--- src/rtl/ea_gen.sv ---
module ea_gen #(
  parameter int AW = 24,
  parameter int DW = 12,
  parameter int IW = 18,
  parameter int PW = 12
) (
  input  logic             clk,
  input  logic             rst_n,
  input  logic             in_vld,
  input  logic [AW-1:0]    base,
  input  logic             base_zero,
  input  logic [AW-1:0]    index,
  input  logic             index_zero,
  input  logic [DW-1:0]    disp,
  input  logic [IW-PW:0]   mem_blocks,
  output logic             out_vld,
  output logic [AW-1:0]    ea,
  output logic             addr_exc
);
  localparam int NBW = IW - PW;
  localparam int SZW = NBW + 1;

  logic [AW-1:0]  b_op, x_op, d_op, sum;
  logic [SZW-1:0] blk;
  logic           fitted;

  assign b_op   = base_zero  ? '0 : base;
  assign x_op   = index_zero ? '0 : index;
  assign d_op   = {{(AW-DW){1'b0}}, disp};
  assign sum    = b_op + x_op + d_op;
  assign blk    = {1'b0, sum[IW-1:PW]};
  assign fitted = blk < mem_blocks;

  always_ff @(posedge clk) begin
    if (!rst_n) begin
      out_vld  <= 1'b0;
      addr_exc <= 1'b0;
      ea       <= '0;
    end else begin
      out_vld  <= in_vld;
      addr_exc <= in_vld & ~fitted;
      if (in_vld) ea <= sum;
    end
  end

  assert_vld_follow_R1: assert property (@(posedge clk) disable iff (!rst_n)
    in_vld |=> out_vld);
  assert_vld_idle_R1: assert property (@(posedge clk) disable iff (!rst_n)
    !in_vld |=> !out_vld);
  assert_exc_qual_R6: assert property (@(posedge clk) disable iff (!rst_n)
    addr_exc |-> out_vld);
  assert_exc_range_R7: assert property (@(posedge clk) disable iff (!rst_n)
    in_vld |=> (addr_exc == ({1'b0, ea[IW-1:PW]} >= $past(mem_blocks))));
  assert_full_mem_R8: assert property (@(posedge clk) disable iff (!rst_n)
    (in_vld && mem_blocks[NBW]) |=> !addr_exc);
  assert_hold_R10: assert property (@(posedge clk) disable iff (!rst_n)
    !in_vld |=> $stable(ea));
endmodule

--- config.mk ---
export PLATFORM = sky130hd
export DESIGN_NAME = ea_gen
export DESIGN_NICKNAME = d
export VERILOG_FILES = /design/src/rtl/ea_gen.sv
export SDC_FILE = /design/constraint.sdc
export NUM_CORES = 1
export LEC_CHECK = 0
export ABC_AREA = 1
export BUFFER_PORTS_ARGS = -buffer_cell sky130_fd_sc_hd__buf_2
export CORE_MARGIN = 1
export CORE_UTILIZATION = 57
export CTS_CLUSTER_DIAMETER = 30
export DETAILED_ROUTE_END_ITERATION = 10
export HOLD_SLACK_MARGIN = 0.03
export PLACE_DENSITY = 0.87
export SETUP_SLACK_MARGIN = 0.4
export SYNTH_ARGS = -nofsm -noshare
export SYNTH_HDL_FRONTEND = slang
export SYNTH_SLANG_ARGS = --single-unit
export TNS_END_PERCENT = 1
--- constraint.sdc ---
create_clock -name clk -period 6.3 [get_ports clk]
set_input_delay 0.945 -clock clk [delete_from_list [all_inputs] [get_ports clk]]
set_output_delay 0.945 -clock clk [all_outputs]
set_load 0.01 [all_outputs]
**Word-level counts from Yosys, hierarchy flattened**

Cells that the tools add are included.

- Add/sub/neg operators: 2
- $lt $le $gt $ge: 1
- Muxes and demuxes: 2
- Bitwise gates (word level): 2

Operators with widths:

| cell | count |
|---|---|
| 24-bit 2-to-1 mux | 2 |
| 24-bit by 12-bit adder with 24-bit output | 1 |
| 24-bit adder | 1 |
| 6-bit by 7-bit less-than comparator with 1-bit output | 1 |
| 1-bit AND | 1 |
| 1-bit NOT | 1 |

- Bits in registers: 26
- Output and inout bits: 26

**Logic depth before layout (Yosys ltp)**

- Word-level depth: 6
- Mapped depth: 22
- Mapped depth without buffers: 22

**Least setup slack after synthesis**

Ideal clock, no wire load.

- Path type: input-to-reg
- From: input port base_zero
- To: register addr_exc
- Setup time: 126 ps
- Data arrival time: 3750 ps
- Setup slack: 2423 ps
- Cell stages on the path: 17
- Path through: clkbuf_1 > nor2_1 > fa_1 > ha_1 > inv_1 > fa_1 > nand3b_1 > nand2_2 > a21o_2 > nand3_1 > nand3_1 > nand2_1 > ha_1 > a21oi_1 > nor2_1 > a31oi_1 > a21oi_1

- Cells in the longest elaborated chain, start to end: 6

Ends and longest elaborated chain:

| element | RTL line | text |
|---|---|---|
| from (decl) | 11 | `input logic base_zero,` |
| 24-bit 2-to-1 mux | 27 | `assign b_op = base_zero ? '0 : base;` |
| 24-bit adder | 30 | `assign sum = b_op + x_op + d_op;` |
| 24-bit by 12-bit adder with 24-bit output | 30 |  |
| net sum[17] | 23 | `logic [AW-1:0] b_op, x_op, d_op, sum;` |
| 6-bit by 7-bit less-than comparator with 1-bit output | 32 | `assign fitted = blk < mem_blocks;` |
| 1-bit NOT | 41 | `addr_exc <= in_vld & ~fitted;` |
| 1-bit AND | 41 |  |
| to (signal assigned) | 41 |  |
| to (decl) | 18 | `output logic addr_exc` |

The timed path passes the listed nets, and every way through them passes these cells.
A chain may end at the register's enable or synchronous reset.

**Worst setup path in the final report**

Same ends and word-level chain as after synthesis.

==> impl_metrics.toml <==
[place]
placed_area_um2 = 3841
dp_slack_ns = 2.022
place_congestion = 0.9550
io_buffer_count = 97
hpwl_um = 6886

[cells_and_area]
fin_area_um2 = 3882
synthToLayoutAreaGrowth_pct = 17.49
fin_util_pct = 70.08
finalNetCount = 742
drive_gt1_share_pct = 21.23
diodes = 0
fillers = 499

[synthesis]
ys_top_cells_by_count = "inv_1, nor2_1, nand2_1, ha_1, dfxtp_1"
synth.top_cell.area_share_pct = 15.75
synth_top_cell_by_area = "dfxtp_1"
yosysMostFrequentCell = "inv_1"
yosysSeqAreaShare_pct = 15.75
avgSynthCellArea_um2 = 6.270
synth_edf_count = 0
yosysWarnings = 0
async_reset_ff_share_pct = 0
ys_ff_latch = 26
ys.flop_type = "dfxtp_1"
synth.top_cells.by_area = "dfxtp_1, ha_1, inv_1"
synthCells = 527
syn_nets = 650
synth_cell_types = 34
syn_area_um2 = 3304

[cts]
clock_latency_ns = 0.26
postCtsResizedCells = 0
path_clk_slew_ns = 0.08
cts_tree = "done"
cts.sinks = 26
cts_root_buf = "clkbuf_8"
cts_made_buffers = 3
post-cts-setup-buffers = 0
clock_path_buffers = 2
ctsHoldBuffers = 0
ctsHtreeMaxLevel = 1

[critical_path]
slowest_delay_ns = 0.53
worst_path_max_delay_cell = "fa_1"
worstPathCellList = "buf_2 > nor2_1 > fa_1 > ha_1 > inv_1 > fa_1 > nand3b_1 > nand2_2 > a21o_2 > nand3_1 > nand3_1 > nand2_1 > ha_1 > inv_1 > nor2_1 > and3_1 > nand2_1 > a21oi_1"
crit_fanout = 23
crit_path_start_kind = "input pin"
worstPathRequired_ns = 6.49
crit_path_end_kind = "flop"
crit_arrival_ns = 4.22
critical_path_class = "input pin to flop"

[route]
wl_met1_um = 3648
dr_wl_met2_um = 3666
wl_um = 7952
drc = 0
firstDrtPassIters = 5
routedWlPerCell_um = 11.54
drt-vias-per-instance = 5.017
routed.top_layer = "met4"
initialDrtViolationCount = 166
ant_nets = 0
wl_met3_um = 482
via_count = 3457

[sta]
tightest_slew_ns = 0.4944
relSlewSlack_pct = 67.04
rsz0062_at_grt = "false"
fin_crit_sh_pct = 63.87
slew_violations = 0
setup_ws_ns = 2.276
tns_ns = 0
clock_skew_ns = 0
timing.fmax_mhz = 248.5
period_minus_slack_ns = 4.024
finalHoldViolCount = 0
setup_violations = 0

[status]
status = "finished clean"

[pwr]
power.total_uw = 621.8
power_density_nw_per_um2 = 160.1
p_leak_uw = 0.002457
ir_worst_vdd_uv = 120.0

[worst_hold_path]
hp-class = "flop to flop"

[global_route]
gr-total-overflow = 0
grt_usage_pct = 27.75
grt_pass1_vias = 3232
grt_max_degree = 31
antenna_found_initial = 0
grt_pass1_wl_um = 13810

[floorplanning]
initial_core_util_pct = 59.64
rows = 27
io_pins = 98
die_h_um = 78.14
die_w_um = 78.14
core_area_um2 = 5540
dieArea_um2 = 6106

[flow_run]
max-cap-violations = 0
==> per-layer routing <==
layer	up-vias	GRT usage [%]
li1	1786	-
met1	1525	36.00
met2	134	48.68
met3	12	2.442
met4	0	8.148
met5	-	0
==> worst paths after layout <==
path                            startpoint        to  slack (ns)  depth (start not counted)
worst min register to register      ea[10]    ea[10]        0.51                          2
worst max register to register       ea[5]     ea[5]        5.61                          4
worst max-delay path             base_zero  addr_exc        2.28                         18
worst min-delay path                ea[10]    ea[10]        0.51                          2
==> cells by family (layout without fill, tap and decap cells) <==
kind of cell             after synthesis  after routing  share of synthesized area [%]
adder cells (fa/ha/maj)               51             51                          22.26
buffers and inverters                129            219                          14.69
AO/OA/AOI/OAI                         60             60                          10.15
XOR/XNOR                              15             15                          4.657
flip-flops                            26             26                          15.75
AND/OR/NAND/NOR                      246            246                          32.49
==> cell type report <==
class                           instances  area, µm²  share of cell area, %
Clock buffer                            3      41.29                  1.063
Inverter                              119      446.7                  11.50
Multi-Input combinational cell        372       2298                  59.20
Sequential cell                        26      520.5                  13.41
Tap cell                               72      90.09                  2.320
Timing Repair Buffer                   97      485.5                  12.50
==> worst max-delay path, delay by kind of cell <==
family / cells / cell delay (ns)
AO/OA/AOI/OAI: 2 / 0.27
adder cells (fa/ha/maj): 4 / 1.43
buffers and inverters: 3 / 0.48
AND/OR/NAND/NOR: 9 / 1.10
==> stage by stage <==
stage / hold slack, ns / cells
final: 0.5131 / 689
after global routing: 0.5436 / 689
after CTS: 0.5150 / 689
after detailed placement: 0.4974 / 686
after global placement: 0.4739 / 686
after floorplan: 0.5099 / 527
==> power by group <==
part | internal, µW | switching, µW | total (µW)
Sequential | 183 | 8.51 | 192
Clock | 42.8 | 47.4 | 90.2
Combinational | 131 | 208 | 340
==> registers in the layout (all words and copies together), names as in the netlist <==
signal and cells:
ea 24, addr_exc 1, out_vld 1
==> layout by cell type (no fill, tap or decap), types with 2 or more instances in the layout <==
cell type  Yosys  layout
nand3_1       24      24
nand2_1       91      91
nand2_2       13      13
o21ai_0       22      22
a31oi_1        2       2
nor3_1         2       2
o21bai_1       3       3
o21ai_1        4       4
inv_2          2       2
nand2_4        2       2
nor2_2         3       3
xor2_2         3       3
o21a_1         2       2
nand4_1        8       8
xnor2_1        5       5
dfxtp_1       26      26
a21oi_1       21      21
a21oi_2        2       2
ha_1          38      38
nand3_2        2       2
fa_1          13      13
inv_1        117     117
clkbuf_8       0       3
xor2_1         7       7
nor2_1        97      97
buf_2          1      97
No activity file was read; power rests on OpenSTA's default activity.
